[src/rtl/i2c_mon_pkg.sv]
package i2c_mon_pkg;
  localparam int LINE_COUNT = 2;
  localparam int IDX_SCL    = 1;
  localparam int IDX_SDA    = 0;

  typedef struct packed {
    logic scl;
    logic sda;
  } bus_smp_t;
endpackage

[src/rtl/i2c_line_sync.sv]
module i2c_line_sync #(
  parameter int WIDTH   = 2,
  parameter int STAGES  = 2
) (
  input  logic             clk,
  input  logic             rst,
  input  logic [WIDTH-1:0] d,
  output logic [WIDTH-1:0] q
);
  localparam int LAST = STAGES - 1;

  for (genvar b = 0; b < WIDTH; b++) begin : g_line
    logic [STAGES-1:0] chain;
    always_ff @(posedge clk) begin
      if (rst) chain <= '1;
      else if (STAGES == 1) chain <= d[b];
      else chain <= {chain[STAGES-2:0], d[b]};
    end
    assign q[b] = chain[LAST];
  end
endmodule

[src/rtl/i2c_cond_detect.sv]
module i2c_cond_detect
  import i2c_mon_pkg::*;
(
  input  logic     clk,
  input  logic     rst,
  input  bus_smp_t cur,
  output logic     det_start,
  output logic     det_stop,
  output logic     start_o,
  output logic     stop_o
);
  bus_smp_t prev;
  logic     scl_steady;

  always_ff @(posedge clk) begin
    if (rst) prev <= '{scl: 1'b1, sda: 1'b1};
    else     prev <= cur;
  end

  assign scl_steady = prev.scl & cur.scl;
  assign det_start  = scl_steady & prev.sda & ~cur.sda;
  assign det_stop   = scl_steady & ~prev.sda & cur.sda;

  always_ff @(posedge clk) begin
    if (rst) begin
      start_o <= 1'b0;
      stop_o  <= 1'b0;
    end else begin
      start_o <= det_start;
      stop_o  <= det_stop;
    end
  end

  a_r10_no_both: assert property (@(posedge clk) disable iff (rst)
    !(start_o && stop_o));
  a_r2_start_single: assert property (@(posedge clk) disable iff (rst)
    start_o |=> !start_o);
  a_r3_stop_single: assert property (@(posedge clk) disable iff (rst)
    stop_o |=> !stop_o);
  a_r5_scl_low_quiet: assert property (@(posedge clk) disable iff (rst)
    !cur.scl |=> !start_o && !stop_o);
endmodule

[src/rtl/i2c_busy_track.sv]
module i2c_busy_track (
  input  logic clk,
  input  logic rst,
  input  logic busy_clr,
  input  logic det_start,
  input  logic det_stop,
  input  logic start_o,
  input  logic stop_o,
  output logic busy_o
);
  always_ff @(posedge clk) begin
    if (rst)            busy_o <= 1'b0;
    else if (busy_clr)  busy_o <= 1'b0;
    else if (det_start) busy_o <= 1'b1;
    else if (det_stop)  busy_o <= 1'b0;
  end

  a_r8_clear_wins: assert property (@(posedge clk) disable iff (rst)
    $past(busy_clr) |-> !busy_o);
  a_r4_set_on_start: assert property (@(posedge clk) disable iff (rst)
    start_o && !$past(busy_clr) |-> busy_o);
  a_r4_clear_on_stop: assert property (@(posedge clk) disable iff (rst)
    stop_o |-> !busy_o);
  a_r4_hold: assert property (@(posedge clk) disable iff (rst)
    !start_o && !stop_o && !$past(busy_clr) && !$past(rst) |-> busy_o == $past(busy_o));
endmodule

[src/rtl/i2c_cond_monitor.sv]
module i2c_cond_monitor
  import i2c_mon_pkg::*;
#(
  parameter int SYNC_STAGES = 2
) (
  input  logic clk,
  input  logic rst,
  input  logic busy_clr,
  input  logic scl_i,
  input  logic sda_i,
  output logic start_o,
  output logic stop_o,
  output logic busy_o
);
  logic [LINE_COUNT-1:0] raw_lines;
  logic [LINE_COUNT-1:0] syn_lines;
  bus_smp_t              cur;
  logic                  det_start;
  logic                  det_stop;

  always_comb begin
    raw_lines          = '0;
    raw_lines[IDX_SCL] = scl_i;
    raw_lines[IDX_SDA] = sda_i;
  end

  i2c_line_sync #(.WIDTH(LINE_COUNT), .STAGES(SYNC_STAGES)) u_sync (
    .clk (clk),
    .rst (rst),
    .d   (raw_lines),
    .q   (syn_lines)
  );

  assign cur.scl = syn_lines[IDX_SCL];
  assign cur.sda = syn_lines[IDX_SDA];

  i2c_cond_detect u_det (
    .clk       (clk),
    .rst       (rst),
    .cur       (cur),
    .det_start (det_start),
    .det_stop  (det_stop),
    .start_o   (start_o),
    .stop_o    (stop_o)
  );

  i2c_busy_track u_busy (
    .clk       (clk),
    .rst       (rst),
    .busy_clr  (busy_clr),
    .det_start (det_start),
    .det_stop  (det_stop),
    .start_o   (start_o),
    .stop_o    (stop_o),
    .busy_o    (busy_o)
  );
endmodule

[config.mk]
export PLATFORM = sky130hd
export DESIGN_NAME = i2c_cond_monitor
export DESIGN_NICKNAME = d
export VERILOG_FILES = /design/src/rtl/i2c_mon_pkg.sv /design/src/rtl/i2c_line_sync.sv /design/src/rtl/i2c_cond_detect.sv /design/src/rtl/i2c_busy_track.sv /design/src/rtl/i2c_cond_monitor.sv
export SDC_FILE = /design/constraint.sdc
export NUM_CORES = 1
export LEC_CHECK = 0
export ABC_AREA = 1
export CAP_MARGIN = 15
export CORE_AREA = 2 2 39 41
export CTS_BUF_LIST = sky130_fd_sc_hd__clkbuf_4
export CTS_CLUSTER_SIZE = 24
export DETAILED_ROUTE_END_ITERATION = 12
export DIE_AREA = 0 0 41 43
export SLEW_MARGIN = 20
export SYNTH_ARGS = -nofsm -noshare
export SYNTH_HDL_FRONTEND = slang
export SYNTH_SLANG_ARGS = --single-unit
[constraint.sdc]
create_clock -name clk -period 1.6 [get_ports clk]
set_input_delay 0.32 -clock clk [delete_from_list [all_inputs] [get_ports clk]]
set_output_delay 0.32 -clock clk [all_outputs]
set_load 0.02 [all_outputs]
==> run summary <==
The die covers 0.001763 mm2. Cells fill about 28% of the core in the end. The number of cells after detailed placement is 49. The starting density of the core is 19.35%. The count of pins over their slew limit came out at 0. The worst register-to-register path begins at u_sync.g_line[0].chain[1]$_SDFF_PP1_.

At the worst endpoint, the arrival time is 1.18 ns. The total standard cell area after synthesis came out at 267.8 um2. Once the clock tree was built, the resizer swapped 0 gates to a different size. The kind of cell with the highest combined delay along the critical path is buffers and inverters. Ranked by instance count, the synthesized netlist is headed by 9 x sky130_fd_sc_hd__dfxtp_1, 5 x sky130_fd_sc_hd__or2_1, 3 x sky130_fd_sc_hd__nand2_1, 3 x sky130_fd_sc_hd__nor2_1, 2 x sky130_fd_sc_hd__inv_1. The root cell of the clock tree is sky130_fd_sc_hd__clkbuf_4. Counting along the longest clock path gives a buffer depth of 2. The register-to-register setup slack is 0.86 ns.

The all-layer global routing usage is around 6.2%. In this run the critical register-to-register path is captured at u_busy.busy_o$_SDFFE_PP0P_. For hold timing, the worst endpoint is u_sync.g_line[0].chain[1]$_SDFF_PP1_.

The prevailing post-synth register cell is sky130_fd_sc_hd__dfxtp_1. The fraction of the cycle the final worst path needs is 93.82%. The timing startpoint of the critical path is u_busy.busy_o$_SDFFE_PP0P_. The number of nets handed over by synthesis was 31. The via count is 182.

In the routed design, unresolved DRC markers number 0. The total overflow reported by the global router is 0. The global-route wire length before repair is between 500 and 600 um. The TritonCTS buffer count is 3. For this run, the register share of the synthesized area comes to between 60% and 70%.

The count of buffers added on input and output ports is 7. The count of routing violations after the opening detailed-route iteration came out at 2. The number of global-route vias before repair was 130. The post-synthesis cell count came out at 26. The later-pin clock latency in the skew report is 0.26 ns. Ranked by total cell area, the synthesized netlist is headed by sky130_fd_sc_hd__dfxtp_1 67%, sky130_fd_sc_hd__or2_1 12%, sky130_fd_sc_hd__nand2_1 4.2%. The run finished with clean final reports.

The cell with the largest stage delay on the worst path is sky130_fd_sc_hd__clkdlybuf4s50_1. Summed over all layers, the routed wires come to 340 um. The buffer count from post-CTS setup fixing came out at 0.

The number of cell rows is 14. The number of detailed-route iterations in the first pass is 3. The average cell area after synthesis is ~10 um2. The normalized max-slew margin is 85.13%. The routed length per placed instance is 6.415 um.

Yosys mapped the design onto 9 distinct sky130hd cell types. In the final timing run, aggregate negative setup slack is 0 ns. The biggest area contributor in the post-synthesis netlist is sky130_fd_sc_hd__dfxtp_1.

The clock input transition at the sequential cells of the worst setup and hold paths is 0.06 ns. The critical path goes through clkdlybuf4s50_1. In the final layout, the share of cells above drive strength 1 is 16.22%. The worst path required time is about 1.3 ns.

Together, buffers and inverters on the worst path number 1. The total inserted antenna cells is 0. Summing internal, switching and leakage power gives ~0.45 mW. The peak supply drop came out at between 400 and 500 uV. The critical setup path kind is flop to output pin. The number of clock sinks is 9. The clock arrives with 0.001221 ns of skew. The final design instance area without fill came out at 387.9 um2. Subtracting the final worst setup slack from the clock period gives 1.501 ns.

Buffers inserted to repair hold after CTS numbered 0. The type of origin of the critical path is a flop. The number of nets at the end of the flow is 43. The congestion estimate from routability-driven global placement came to 0.6069.

The number of enable flip-flop cells after synthesis is 0. The final antenna-violating net count is 0. The vertical extent of the die is 43 um. Final hold analysis gives a worst-case slack of 0.4042 ns.

Entering global routing, the biggest net connects 10 pins. The I/O pin total came out at 8. The async set-or-reset flop fraction in the synthesized netlist came out at 0%. The cell with the most instances after synthesis is sky130_fd_sc_hd__dfxtp_1. Setup repair after global routing left no endpoint under its margin. The leakage power came out at between 0.15 and 0.2 nW. The maximum cell stage delay along the critical path is 0.60 ns.

The width of the chip is 41 um. The startpoint identified for the worst hold timing path is u_sync.g_line[0].chain[0]$_SDFF_PP1_. The path class of the tightest hold or removal check is flop to flop. The highest clock frequency the design can meet is roughly 0.67 GHz. The count of final hold-check violations is 0.

The number of cells traversed by the worst register-to-register path is 5. The count of synthesis-stage warnings from yosys is 0. The mean number of vias per cell is 3.434.

The number of synthesized register bits came out at 9. CTS built an H-tree with a depth of 1. The transition time of the tightest slew-check pin came out at 0.2223 ns. The number of maximum-capacitance constraint violations came out at 0. The clock tree from TritonCTS is yes. Setup violations remaining at the end of the flow were counted as 0.

At the placement stage, the worst setup path has a slack of roughly 0.32 ns. The count of non-filler cells in the finished layout is 53. The area share of the leading cell type in the synthesized netlist came out at 67.29%. The ratio of total power to cell area came out at between 1000 and 1500 mW/mm2. The count of cells along the worst hold path is 1. The largest driver fanout on the critical path is 2. The placed instances occupy a cell area of 357.8 um2. The core area is 0.001384 mm2. STA classifies the critical path endpoint as an output pin.

The number of antenna violations at the first check in global routing is 0. The final worst setup slack came out at just under 0.1 ns. Relative to the synthesized area, the layout overhead comes to 44.86%.
kinds of logic after synthesis:
group	share of synthesized area (%)
DFF	67.29
and+or+nand+nor	26.64
buffers and inverters	2.805
AOI/OAI and AO/OA	3.272
where the power goes:
group | internal, mW | total [mW] | switching (mW)
Clock | 0.113 | 0.189 | 0.0761
Sequential | 0.232 | 0.234 | 0.00206
Combinational | 0.0159 | 0.0256 | 0.00971
Total | 0.360 | 0.448 | 0.0879
cell type report:
class / instances / area (um2)
Fill cell: 146 / 996.0
Sequential cell: 9 / 180.2
Multi-Input combinational cell: 15 / 80.08
Timing Repair Buffer: 7 / 70.07
Clock buffer: 4 / 30.03
Tap cell: 16 / 20.02
Inverter: 2 / 7.507
worst max-delay path by stage:
stage / cells after the start / slack [ns] / endpoint
floorplan: 0 / 0.87 / busy_o
global placement: 2 / 0.33 / u_det.prev[0]$_SDFF_PP1_
detailed placement: 2 / 0.32 / u_det.prev[0]$_SDFF_PP1_
CTS: 1 / 0.08 / busy_o
global route: 1 / 0.04 / busy_o
finish: 1 / 0.1 / busy_o
state kept, by name, indices dropped and copies added, names as in the netlist:
name / flops
u_det.start_o: 1
u_sync.g_line.chain: 4
u_busy.busy_o: 1
u_det.prev: 2
u_det.stop_o: 1
layer usage:
metal	global-route usage, %	wire (um)	up-vias
met2	4.375	121	10
li1	-	-	99
met5	0	0	-
met3	9.424	62	2
met1	6.536	145	71
met4	6.000	10	0
cell usage in the layout (no fill, tap or decap):
cell type                         Yosys  routed
sky130_fd_sc_hd__clkdlybuf4s50_1      0       7
sky130_fd_sc_hd__or2_0                1       1
sky130_fd_sc_hd__inv_1                2       2
sky130_fd_sc_hd__or2_1                5       5
sky130_fd_sc_hd__nand2_1              3       3
sky130_fd_sc_hd__a21oi_2              1       1
sky130_fd_sc_hd__nor2_1               3       3
sky130_fd_sc_hd__clkbuf_4             0       4
sky130_fd_sc_hd__nand3_1              1       1
sky130_fd_sc_hd__or2_2                1       1
sky130_fd_sc_hd__dfxtp_1              9       9
Power figures use the tool's default switching activity.
